### src/rtl/quant_pkg.sv
package quant_pkg;
   localparam int unsigned QP_ADDR_W = 6;
   localparam int unsigned QP_DEPTH  = 1 << QP_ADDR_W;
   typedef logic [QP_ADDR_W-1:0] qp_addr_t;
endpackage

### src/rtl/quant_pos_ctr.sv
module quant_pos_ctr
   import quant_pkg::*;
(
   input  logic     clk,
   input  logic     rst,
   input  logic     smp_vld,
   input  logic     smp_start,
   output qp_addr_t cur_idx,
   output logic     at_boundary
);
   qp_addr_t nxt_q;

   assign cur_idx     = smp_start ? '0 : nxt_q;
   assign at_boundary = (nxt_q == '0);

   always_ff @(posedge clk) begin
      if (rst)          nxt_q <= '0;
      else if (smp_vld) nxt_q <= cur_idx + qp_addr_t'(1);
   end
endmodule

### src/rtl/quant_table.sv
module quant_table #(
   parameter int unsigned ADDR_W = 6,
   parameter int unsigned DATA_W = 8,
   localparam int unsigned DEPTH = 1 << ADDR_W
) (
   input  logic              clk,
   input  logic              we,
   input  logic [ADDR_W-1:0] waddr,
   input  logic [DATA_W-1:0] wdata,
   input  logic [ADDR_W-1:0] raddr,
   output logic [DATA_W-1:0] rdata
);
   logic [DATA_W-1:0] mem [DEPTH];

   always_ff @(posedge clk) begin
      if (we) mem[waddr] <= wdata;
   end

   assign rdata = mem[raddr];
endmodule

### src/rtl/quant_div_stage.sv
module quant_div_stage #(
   parameter int unsigned NUM_W = 13,
   parameter int unsigned REM_W = 10,
   parameter int unsigned BIT   = 0
) (
   input  logic             clk,
   input  logic             rst,
   input  logic             i_vld,
   input  logic             i_st,
   input  logic             i_neg,
   input  logic [NUM_W-1:0] i_num,
   input  logic [REM_W-1:0] i_den,
   input  logic [REM_W-1:0] i_rem,
   input  logic [NUM_W-1:0] i_quo,
   output logic             o_vld,
   output logic             o_st,
   output logic             o_neg,
   output logic [NUM_W-1:0] o_num,
   output logic [REM_W-1:0] o_den,
   output logic [REM_W-1:0] o_rem,
   output logic [NUM_W-1:0] o_quo
);
   logic [REM_W-1:0] rem_sh;
   logic             fits;

   always_comb begin
      rem_sh = {i_rem[REM_W-2:0], i_num[NUM_W-1-BIT]};
      fits   = (rem_sh >= i_den);
   end

   always_ff @(posedge clk) begin
      if (rst) begin
         o_vld <= 1'b0;
         o_st  <= 1'b0;
      end else begin
         o_vld <= i_vld;
         o_st  <= i_st;
      end
   end

   always_ff @(posedge clk) begin
      o_neg <= i_neg;
      o_num <= i_num;
      o_den <= i_den;
      o_rem <= fits ? (rem_sh - i_den) : rem_sh;
      o_quo <= {i_quo[NUM_W-2:0], fits};
   end
endmodule

### src/rtl/coef_quant.sv
module coef_quant
   import quant_pkg::*;
#(
   parameter int unsigned COEF_W = 12,
   parameter int unsigned Q_W    = 8,
   localparam int unsigned NUM_W = COEF_W + 1,
   localparam int unsigned REM_W = Q_W + 2,
   localparam int unsigned LAT   = NUM_W + 1
) (
   input  logic                 clk,
   input  logic                 rst,
   input  logic                 tbl_wr_en,
   input  logic [QP_ADDR_W-1:0] tbl_wr_addr,
   input  logic [Q_W-1:0]       tbl_wr_data,
   input  logic                 in_valid,
   input  logic                 in_start,
   input  logic [COEF_W-1:0]    in_coef,
   output logic                 out_valid,
   output logic                 out_start,
   output logic [COEF_W-1:0]    out_coef
);
   generate
      if (Q_W > COEF_W) begin : g_bad_qw
         $error("coef_quant: Q_W must not exceed COEF_W");
      end
      if (COEF_W < 4) begin : g_bad_cw
         $error("coef_quant: COEF_W must be at least 4");
      end
   endgenerate

   qp_addr_t   cur_idx;
   logic       at_boundary;
   logic [Q_W-1:0] q_raw;
   logic       wr_ok;

   assign wr_ok = tbl_wr_en && !in_valid && at_boundary;

   quant_pos_ctr u_pos (
      .clk(clk), .rst(rst), .smp_vld(in_valid), .smp_start(in_start),
      .cur_idx(cur_idx), .at_boundary(at_boundary)
   );

   quant_table #(.ADDR_W(QP_ADDR_W), .DATA_W(Q_W)) u_tbl (
      .clk(clk), .we(wr_ok), .waddr(tbl_wr_addr), .wdata(tbl_wr_data),
      .raddr(cur_idx), .rdata(q_raw)
   );

   // operand preparation: numerator 2|x|+q, divisor 2q -> floor gives round-half-away
   logic [Q_W-1:0]    q_eff;
   logic [COEF_W-1:0] mag;
   always_comb begin
      q_eff = (q_raw == '0) ? Q_W'(1) : q_raw;
      mag   = in_coef[COEF_W-1] ? (~in_coef + COEF_W'(1)) : in_coef;
   end

   logic             p_vld [NUM_W+1];
   logic             p_st  [NUM_W+1];
   logic             p_neg [NUM_W+1];
   logic [NUM_W-1:0] p_num [NUM_W+1];
   logic [REM_W-1:0] p_den [NUM_W+1];
   logic [REM_W-1:0] p_rem [NUM_W+1];
   logic [NUM_W-1:0] p_quo [NUM_W+1];

   always_ff @(posedge clk) begin
      if (rst) begin
         p_vld[0] <= 1'b0;
         p_st[0]  <= 1'b0;
      end else begin
         p_vld[0] <= in_valid;
         p_st[0]  <= in_valid && in_start;
      end
   end

   always_ff @(posedge clk) begin
      p_neg[0] <= in_coef[COEF_W-1];
      p_num[0] <= {mag, 1'b0} + NUM_W'(q_eff);
      p_den[0] <= {1'b0, q_eff, 1'b0};
      p_rem[0] <= '0;
      p_quo[0] <= '0;
   end

   generate
      for (genvar s = 0; s < NUM_W; s++) begin : g_stage
         quant_div_stage #(.NUM_W(NUM_W), .REM_W(REM_W), .BIT(s)) u_stg (
            .clk(clk), .rst(rst),
            .i_vld(p_vld[s]), .i_st(p_st[s]), .i_neg(p_neg[s]),
            .i_num(p_num[s]), .i_den(p_den[s]), .i_rem(p_rem[s]), .i_quo(p_quo[s]),
            .o_vld(p_vld[s+1]), .o_st(p_st[s+1]), .o_neg(p_neg[s+1]),
            .o_num(p_num[s+1]), .o_den(p_den[s+1]), .o_rem(p_rem[s+1]), .o_quo(p_quo[s+1])
         );
      end
   endgenerate

   logic [NUM_W-1:0] signed_res;
   assign signed_res = p_neg[NUM_W] ? (~p_quo[NUM_W] + NUM_W'(1)) : p_quo[NUM_W];

   always_ff @(posedge clk) begin
      if (rst) begin
         out_valid <= 1'b0;
         out_start <= 1'b0;
      end else begin
         out_valid <= p_vld[NUM_W];
         out_start <= p_st[NUM_W];
      end
   end

   always_ff @(posedge clk) begin
      out_coef <= signed_res[COEF_W-1:0];
   end
endmodule

### config.mk
export PLATFORM = sky130hd
export DESIGN_NAME = coef_quant
export DESIGN_NICKNAME = d
export VERILOG_FILES = /design/src/rtl/quant_pkg.sv /design/src/rtl/quant_pos_ctr.sv /design/src/rtl/quant_table.sv /design/src/rtl/quant_div_stage.sv /design/src/rtl/coef_quant.sv
export SDC_FILE = /design/constraint.sdc
export NUM_CORES = 1
export LEC_CHECK = 0
export ABC_AREA = 1
export BUFFER_PORTS_ARGS = -buffer_cell sky130_fd_sc_hd__buf_2
export CAP_MARGIN = 20
export CORE_ASPECT_RATIO = 1.2
export CORE_MARGIN = 8
export CORE_UTILIZATION = 57
export CTS_BUF_LIST = sky130_fd_sc_hd__clkbuf_2 sky130_fd_sc_hd__clkbuf_4 sky130_fd_sc_hd__clkbuf_8
export CTS_CLUSTER_DIAMETER = 30
export DETAILED_ROUTE_END_ITERATION = 10
export PLACE_DENSITY = 0.76
export SYNTH_ARGS = -nofsm -noshare
export SYNTH_HDL_FRONTEND = slang
export SYNTH_SLANG_ARGS = --single-unit
export TNS_END_PERCENT = 100
### constraint.sdc
create_clock -name clk -period 4.1 [get_ports clk]
set_input_delay 0.615 -clock clk [delete_from_list [all_inputs] [get_ports clk]]
set_output_delay 0.615 -clock clk [all_outputs]
set_load 0.005 [all_outputs]
* Yosys cells after proc, flatten, opt, wreduce, memory -nomap -nowiden *
Memory sizes are Yosys's and may differ from the RTL's.
Cells that the tools add are included.

cells by class
  add/subtract/negate cells = 16
  mux-type cells = 18
  bitwise gates (word level) = 2
  reductions and logical operators = 6
  order comparisons = 13

operator list
  kind                     count
  $ge A10 B9 Y1            12
  $mux W9                  11
  $sub A9 B9 Y9            11
  $add A12 B1 Y12 const B  2
  $mux W12                 2
  $not A12 Y12             2
  $add A13 B8 Y13          1
  $ge A1 B9 Y1             1
  $sub A1 B9 Y9            1
  $logic_not A8 Y1         1
  $mux W8                  1
  $add A6 B1 Y6 const B    1
  $logic_not A6 Y1         1
  $mux W6                  1
  $logic_and A1 B1 Y1      3
  $mux W1                  3
  $logic_not A1 Y1         1

word-level totals
  output and inout port bits = 14
  memory bits (writable) = 512
  logic and storage cells = 153
  bits of input ports = 31
  memories = 1
  register bits = 443

memory list
  name       words  bits a word  rd ports  clocked after memory_dff  wr ports  line               source
  u_tbl.mem  64     8            1         0                         1         quant_table.sv:13  logic [DATA_W-1:0] mem [DEPTH];

* Depth between registers and ports, before layout *
Gate-level depths: netlist (run 1).

  depth after elaboration = 5
  mapped depth = 26
  mapped depth without buffers = 23

* Cells and area by module *
From an unflattened synthesis (run 1), not the netlist that was laid out.

unflattened totals
  cells, all modules = 4618
  area total of the unflattened synthesis = 45782.7 µm²

modules (own cells, without submodules)
  module                                  cells each  area an instance (µm²)  seq. area each (µm²)  instances
  quant_table                             1797        21179.1                 15374.7               1
  quant_div_stage (g_stage[0].u_stg ...)  195         1719.1                  980.9                 9
  quant_div_stage (g_stage[6].u_stg ...)  195         1740.4                  980.9                 4
  coef_quant                              229         1788.0                  740.7                 1
  quant_pos_ctr                           57          381.6                   120.1                 1

* Worst setup path after synthesis (run 1) *
Ideal clock, no wire load.

  kind = input to register
  start point = input in_start
  end point = register p_num[178] (netlist name)
  data required time = 3983 ps
  slack = 963 ps
  arrival time = 3019 ps
  path buffers = 4
  library setup time = 117 ps
  stages = 22
  cells stage by stage = buf_6 inv_8 nand2_4 buf_6 buf_6 buf_4 o21ai_0 o211ai_1 nand3_1 nand2_1 nand3_1 nand2_1 ha_1 fa_1 nand3_1 nand2_1 a21oi_1 o21ai_0 nand2_1 nand2_1 a21oi_1 a21oi_1

between the ends
  word-level cells in the longest chain between the ends = 5

RTL lines
  what                 line                 source
  start: declaration   coef_quant.sv:16     input logic in_start,
  $mux W6 (*)          quant_pos_ctr.sv:13  assign cur_idx = smp_start ? '0 : nxt_q;
  $mem_v2 Z64 W8 (*)   n/a
  $logic_not A8 Y1     coef_quant.sv:52     q_eff = (q_raw == '0) ? Q_W'(1) : q_raw;
  $mux W8 (*)          coef_quant.sv:52
  via q_eff[1]         coef_quant.sv:49     logic [Q_W-1:0] q_eff;
  $add A13 B8 Y13 (*)  coef_quant.sv:76     p_num[0] <= {mag, 1'b0} + NUM_W'(q_eff);
  end: declaration     coef_quant.sv:59     logic [NUM_W-1:0] p_num [NUM_W+1];

Mark *: on every way through the listed nets, which the timed path passes. The rest lies on a longest branch.
A chain may end at the register's enable or synchronous reset.

* Final worst setup path (run 1) *
  start point = register u_pos.nxt_q[0]
  end point = register p_num[180] (netlist name)

between the ends
  word-level cells in the longest chain between the ends = 5

RTL lines
  what                      line                 source
  start: declaration        quant_pos_ctr.sv:11  qp_addr_t nxt_q;
  start signal: assignment  quant_pos_ctr.sv:18  else if (smp_vld) nxt_q <= cur_idx + qp_addr_t'(1);
  $mux W6 (*)               quant_pos_ctr.sv:13
  $mem_v2 Z64 W8 (*)        n/a
  $logic_not A8 Y1          coef_quant.sv:52
  $mux W8 (*)               coef_quant.sv:52
  via q_eff[1]              coef_quant.sv:49
  $add A13 B8 Y13 (*)       coef_quant.sv:76

Marked as above.

==> impl_results.md, run 1 <==
- Relative slew slack: 24.7%
- Share of layout cells above drive strength 1: 12.4%
- Max cap viols: 0
- Seq/Total Area, Yosys: 66.9%
- R2R setup slack: 0.57 ns
- Die Span Y: 291 microns
- Setup CP Type: flip-flop to flip-flop
- Yosys cell types: 42
- Max Used Layer: met4
- IO Port Bufs: 44
- Yosys warning total: 0
- DRT Pass-1 Iters: 7
- Mapped Avg Cell Area: 10.8 sq um
- Cell count after synthesis: 3331
- Area Growth Syn to Fin: 14.1%
- Number of H-tree levels: 4
- Hold Path End: p_num[181]
- Critical Path RT: 4.79 ns
- Clk_lat worst skew: just over 0.8 ns
- Final setup violation count: 0
- Ys flop type: edfxtp_1
- CTS Buffer Depth: 3
- Area after DPL: between 0.03 and 0.04 sq mm
- Routed wire length: 79300 microns
- Initial antenna violation count: 2
- # IOs: 45
- Routed len/inst: 17.7 microns
- Final Slew Violations: 0
- Final net count: 3680
- Hold buffers post-CTS: 2
- FF-to-FF End: p_num[180]
- Yosys top cell area share: 42.9%
- Final setup TNS: 0 ns
- Post-route ant nets: 0
- Clock Tree Root: clkbuf_8
- Global Route Usage Sum: 22.1%
- Starting Density: 57.7%
- P per Cell Area: roughly 570 mW/mm^2
- Core Area: just over 0.06 sq mm
- Run status: finished, final reports clean
- Met2 wire length: slightly below 40000 microns
- Syn_nets: 3480
- Post-CTS sizing: 0
- Via count: roughly 24000
- RSZ-0062 raised after global routing: false
- Tot Pwr: 0.0234 W
- # clock sinks: 942
- Met1 wire length: between 30000 and 40000 microns
- Reg2Reg Launch Point: u_pos.nxt_q[0]
- Peak VDD IR: 285 uV
- Finished Cell Area: 0.0409 sq mm
- Worst hold path stage count: 4
- Hold crit path type: input port to flip-flop
- GRT overflow: 0
- DRC Markers: 0
- DR WL met3: 6540 microns
- Startpoint types: flip-flop
- Gp weighted congestion: 0.877
- Largest area contributor in the netlist: edfxtp_1
- Number of synthesized flops with an enable pin: ~510
- Vias in the first global route: 23900
- Worst-margin pin slew: 1.13 ns
- Drt initial violations: 2252
- Row count: 100
- #FFs+latches synth: around 940
- Critical Path AT: roughly 4.2 ns
- Max Clock Skew: 0.0490 ns
- Top cells by count, synth: 540 x nor2_1, 512 x edfxtp_1, 430 x dfxtp_1
- Max FO, Critical Path: 80
- Final hold vios: 0
- Die Area: 0.0712 sq mm
- Cell depth of the worst flop-to-flop path: 19
- TritonCTS buffer count: approximately 160
- Crit share post-route: a little under nine tenths
- Crit end category: flip-flop
- FMAX: 283 MHz
- Post-CTS setup buffers: 0
- Cell Area, Synth: 0.0359 sq mm
- Die X: 245 microns
- Period minus WS final: 3.53 ns
- CTS tree: done
- Clock transition at path regs: 0.06 ns
- HPWL Detailed: 51000 microns
- Leakage power total: 17.1 nW
- Most frequent cell after synthesis: nor2_1
- Pin count of the biggest net entering global routing: 81
- Area contributors post-synth: edfxtp_1 43%, dfxtp_1 24%, nor2_1 5.7%, nand2_1 4.2%, inv_1 3.8%
- Worst hold path startpoint: in_coef[9]
- Vias per inst: between 5 and 6
- Ys async rst share: 0%
- First-pass GRT wire length: 124000 microns
## metal layers
metal	global-route usage (%)	up-vias
met5	0	-
met4	10.7	0
met3	5.19	206
met2	37.5	1015
met1	26.1	11300
li1	-	11500
## critical path, cell delays in order (launching register included)
cell     delay (ns)
dfxtp_4        0.54
buf_12         0.40
o21ai_0        0.17
nor2_1         0.12
nor2_1         0.05
o21ai_1        0.11
nand3_1        0.15
nand2_1        0.09
nand3_1        0.14
nand2_1        0.16
ha_1           0.22
fa_1           0.23
nand3_1        0.10
nand2_1        0.11
a21oi_1        0.06
o21ai_0        0.24
nand2_1        0.09
nand2_1        0.11
nand3_1        0.10
xnor2_1        0.14
## kinds of logic (layout without fill, tap and decap cells)
group	after synthesis	after routing	synth area share, %
buf+inv	488	812	5.67
other cells	0	1	0
xor+xnor	88	88	2.15
simple gates	1242	1242	14.3
flops	942	942	66.9
fa+ha+maj	118	118	4.37
compound gates	453	453	6.69
## per-stage QoR
step	std cells	utilization (%)	setup WS, ns	hold slack, ns
final	4472	65.8	0.571	0.181
after global routing	4472	65.8	0.272	0.157
after CTS	4471	65.8	0.644	0.113
after detailed placement	4188	60.4	0.178	0.312
after global placement	4188	60.4	0.253	0.310
after floorplan	3331	-	0.963	0.310
## how the worst max path moves through the flow
stage | start | endpoint | slack [ns]
after global placement | in_start | p_num[180] | 0.25
after global routing | u_pos.nxt_q[0] | p_num[181] | 0.27
final | u_pos.nxt_q[0] | p_num[180] | 0.57
after detailed placement | in_start | p_num[179] | 0.18
after floorplan | in_start | p_num[178] | 0.96
after CTS | u_pos.nxt_q[0] | p_num[180] | 0.64
## sequential cells by signal, summed over array words and instances, names as in the netlist
signal               count
g_stage.u_stg.o_st      13
p_den                    7
out_start                1
out_valid                1
g_stage.u_stg.o_neg     13
p_neg                    1
p_vld                    1
out_coef                12
p_num                   13
u_pos.nxt_q              6
g_stage.u_stg.o_num     77
g_stage.u_stg.o_vld     13
g_stage.u_stg.o_quo     78
u_tbl.mem              512
g_stage.u_stg.o_rem    108
g_stage.u_stg.o_den     85
p_st                     1
## cells in the final DEF (no fill, tap or decap), drive strengths merged, types with 7 or more instances in the layout
cell,n
o21ai,206
edfxtp,512
ha,106
a21oi,188
clkbuf,225
xor2,64
nand3,244
nand4,13
nand2,400
xnor2,24
inv,377
clkinvlp,7
fa,12
o211ai,34
nor3,29
buf,160
dfxtp,430
nor2,544
o22ai,12
clkinv,35
## layout make-up
cell class | instances | area, sq um
sequential | 942 | 24000
fill | 4555 | 21300
multi-input combinational | 1901 | 9870
clock buffer | 225 | 2780
inverter | 369 | 1390
timing repair buffer | 162 | 1290
tap | 816 | 1020
clock inverter | 56 | 592
antenna | 1 | 2.50
## report_power, final
group | switching, W | internal, W | total [W] | leakage [nW]
registers | 0.000407 | 0.0110 | 0.0114 | 8.19
logic | 0.00210 | 0.00135 | 0.00345 | 7.14
clock network | 0.00374 | 0.00484 | 0.00858 | 1.77
Power figures use the tool's default switching activity.
==> inputs of run 2 (changes only) <==
--- a/config.mk
+++ b/config.mk
@@ -6,7 +6,6 @@
 export NUM_CORES = 1
 export LEC_CHECK = 0
 export ABC_AREA = 1
-export BUFFER_PORTS_ARGS = -buffer_cell sky130_fd_sc_hd__buf_2
 export CAP_MARGIN = 20
 export CORE_ASPECT_RATIO = 1.2
 export CORE_MARGIN = 8
@@ -14,8 +13,9 @@
 export CTS_BUF_LIST = sky130_fd_sc_hd__clkbuf_2 sky130_fd_sc_hd__clkbuf_4 sky130_fd_sc_hd__clkbuf_8
 export CTS_CLUSTER_DIAMETER = 30
 export DETAILED_ROUTE_END_ITERATION = 10
-export PLACE_DENSITY = 0.76
+export DONT_BUFFER_PORTS = 1
+export PLACE_DENSITY = 0.74
 export SYNTH_ARGS = -nofsm -noshare
 export SYNTH_HDL_FRONTEND = slang
 export SYNTH_SLANG_ARGS = --single-unit
-export TNS_END_PERCENT = 100
+export TNS_END_PERCENT = 50
==> impl_results.md, run 2 (synthesized netlist as in run 1, its figures left out) <==
- Run status: finished, final reports clean
- Drt initial violations: 2152 (-4.4%)
- Final net count: 3594 (-2.3%)
- Routed wire length: 80600 microns (+1.7%)
- Gp weighted congestion: 0.947 (+8.0%)
- Clk_lat worst skew: 0.81 ns (about the same)
- Starting Density: 57.7% (unchanged)
- Crit share post-route: 87.0% (+0.90 points)
- TritonCTS buffer count: 152 (-1.9%)
- Worst-margin pin slew: 0.897 ns (-0.233 ns)
- HPWL Detailed: 50500 microns (-0.96%)
- Combinational power share: 14.5% (-0.2 points)
- Critical Path RT: 4.78 ns (about the same)
- Max FO, Critical Path: 20 (-75%)
- Hold Path End: out_valid
- Worst hold path startpoint: rst
- IO Port Bufs: 0 (-100%)
- Leakage power total: 16.8 nW (-1.9%)
- Startpoint types: flip-flop
- Flop pwr share: 48.2% (-0.4 points)
- DRT Pass-1 Iters: 5 (-2)
- # clock sinks: 942 (unchanged)
- Cell depth of the worst flop-to-flop path: 19 (unchanged)
- Setup WS post-layout: 0.534 ns (-0.0370 ns)
- Via count: 24000 (+0.021%)
- P_int: 0.0174 W (+1.3%)
- Reg2Reg Launch Point: u_pos.nxt_q[3]
- R2R setup slack: 0.53 ns (-0.04 ns)
- Setup CP Type: flip-flop to flip-flop
- Routed len/inst: 18.4 microns (+3.9%)
- P per Cell Area: 581 mW/mm^2 (+1.6%)
- Sw Ratio: 26.3% (-0.38 points)
- Vias in the first global route: 24100 (+0.91%)
- Crit end category: flip-flop
- Clock transition at path regs: 0.06 ns (about the same)
- Die Area: 0.0712 sq mm (unchanged)
- Final setup violation count: 0 (unchanged)
- Global Route Usage Sum: 22.5% (+0.45 points)
- FF-to-FF End: p_num[178]
- Psw: 0.00621 W (-0.62%)
- DRC Markers: 0 (unchanged)
- Clock Tree Root: clkbuf_8
- DP Worst Slack: 0.451 ns (+0.274 ns)
- Post-CTS sizing: 0 (unchanged)
- CTS Buffer Depth: 3 (unchanged)
- RSZ-0062 raised after global routing: false
- Register area: 0.0240 sq mm (unchanged)
- Max cap viols: 0 (unchanged)
- Worst hold path stage count: 2 (-2)
- Biggest regs: u_tbl.mem x512, g_stage.u_stg.o_rem x108, g_stage.u_stg.o_den x85
- Critical Path AT: 4.25 ns (+0.04 ns)
- # IOs: 45 (unchanged)
- Initial antenna violation count: 1 (-1)
- Final setup TNS: 0 ns (unchanged)
- Most common cell after layout, fill and taps aside: nor2_1
- Core Area: 0.0622 sq mm (unchanged)
- GRT overflow: 0 (unchanged)
- Relative slew slack: 40.0% (+15 points)
- Die Span Y: 291 microns (unchanged)
- Max Clock Skew: 0.0390 ns (-0.00994 ns)
- Post-route ant nets: 0 (unchanged)
- Peak VDD IR: 296 uV (+3.7%)
- Number of fill cells: 4582 (+0.59%)
- Period minus WS final: 3.57 ns (+0.0370 ns)
- Number of H-tree levels: 4 (unchanged)
- Row count: 100 (unchanged)
- Final hold vios: 0 (unchanged)
- CTS tree: done
- Clock power share: 37.2% (+0.5 points)
- Most frequent cells in the layout: 540 x nor2_1, 512 x edfxtp_1, 429 x dfxtp_1, 398 x nand2_1, 362 x inv_1
- Critical Path Source: u_pos.nxt_q[3]
- Die X: 245 microns (unchanged)
- Hold crit path type: input port to flip-flop
- Vias per inst: 5.49 (+2.1%)
- Final Slew Violations: 0 (unchanged)
- Area Growth Syn to Fin: 13.2%
- First-pass GRT wire length: 127000 microns (+2.2%)
- FMAX: 280 MHz (-1.0%)
- Multi-input combinational cell area: 0.00987 sq mm (unchanged)
- Max FFs per register: 512 (unchanged)
- Share of layout cells above drive strength 1: 9.96% (-2.4 points)
- Pin count of the biggest net entering global routing: 76 (-6.2%)
- Largest Register: u_tbl.mem
==> run 2: stage by stage <==
stage	utilization, %	cell area (sq um)	power [W]	cells	hold WS (ns)
floorplan	-	35900	0.0141	3331	0.310
global placement	59.4	36900	0.0147	4094	0.310
detailed placement	59.4	36900	0.0148	4094	0.312
CTS	65.3	40600	0.0237	4379	0.0143
global route	65.3	40600	0.0247	4380	0.0365
finish	65.3	40600	0.0236	4380	0.0751
==> run 2: worst max-delay path, cell delays in order, from the launching register on <==
cell	delay, ns
dfxtp_1	0.47
inv_1	0.15
nor2_2	0.34
buf_4	0.35
nand2_1	0.10
nand2_1	0.07
nor2_1	0.06
nand2_1	0.06
nand3_1	0.23
nand2_1	0.20
inv_1	0.11
fa_1	0.48
nand3_1	0.11
nand2_1	0.08
a21oi_1	0.13
o21ai_0	0.13
nand2_1	0.08
nand2_1	0.08
a21oi_1	0.15
a21oi_1	0.06
==> run 2: worst max path at each step <==
stage | end | cells after the start
5_1_grt | p_num[178] | 19
3_5_place_dp | p_num[178] | 21
3_3_place_gp | p_num[178] | 21
2_1_floorplan | p_num[178] | 22
6_report | p_num[178] | 19
4_1_cts | p_num[181] | 21
==> run 2: layer usage <==
metal / vias to the layer above / routed length, microns / GRT usage [%]
li1: 11400 / - / -
met1: 11400 / 30700 / 26.5
met2: 1078 / 39400 / 37.9
met3: 233 / 6890 / 5.83
met4: 0 / 3620 / 11.1
met5: - / 0 / 0
==> run 2: layout make-up <==
class | instances | share of cell area [%]
inverters | 369 | 3.43
clock inverters | 72 | 2.17
flip-flops and latches | 942 | 59.1
clock buffers | 200 | 6.19
repair buffers | 79 | 2.31
well taps | 816 | 2.51
diodes | 1 | 0.00616
multi-input cells | 1901 | 24.3
==> run 2: power by group through the flow <==
stage               sequential (W)  combinational, W  clock [W]
CTS                         0.0114           0.00341    0.00894
finish                      0.0114           0.00343    0.00878
floorplan                   0.0114           0.00264          0
detailed placement          0.0116           0.00324          0
global route                0.0115           0.00389    0.00937
global placement            0.0116           0.00310          0
==> run 2: timing repair <==
| item | in CTS | in global routing |
|---|---|---|
| buffers inserted | 0 | 0 |
| hold buffers | 13 | 0 |
| hold endpoints to repair | 550 | 0 |
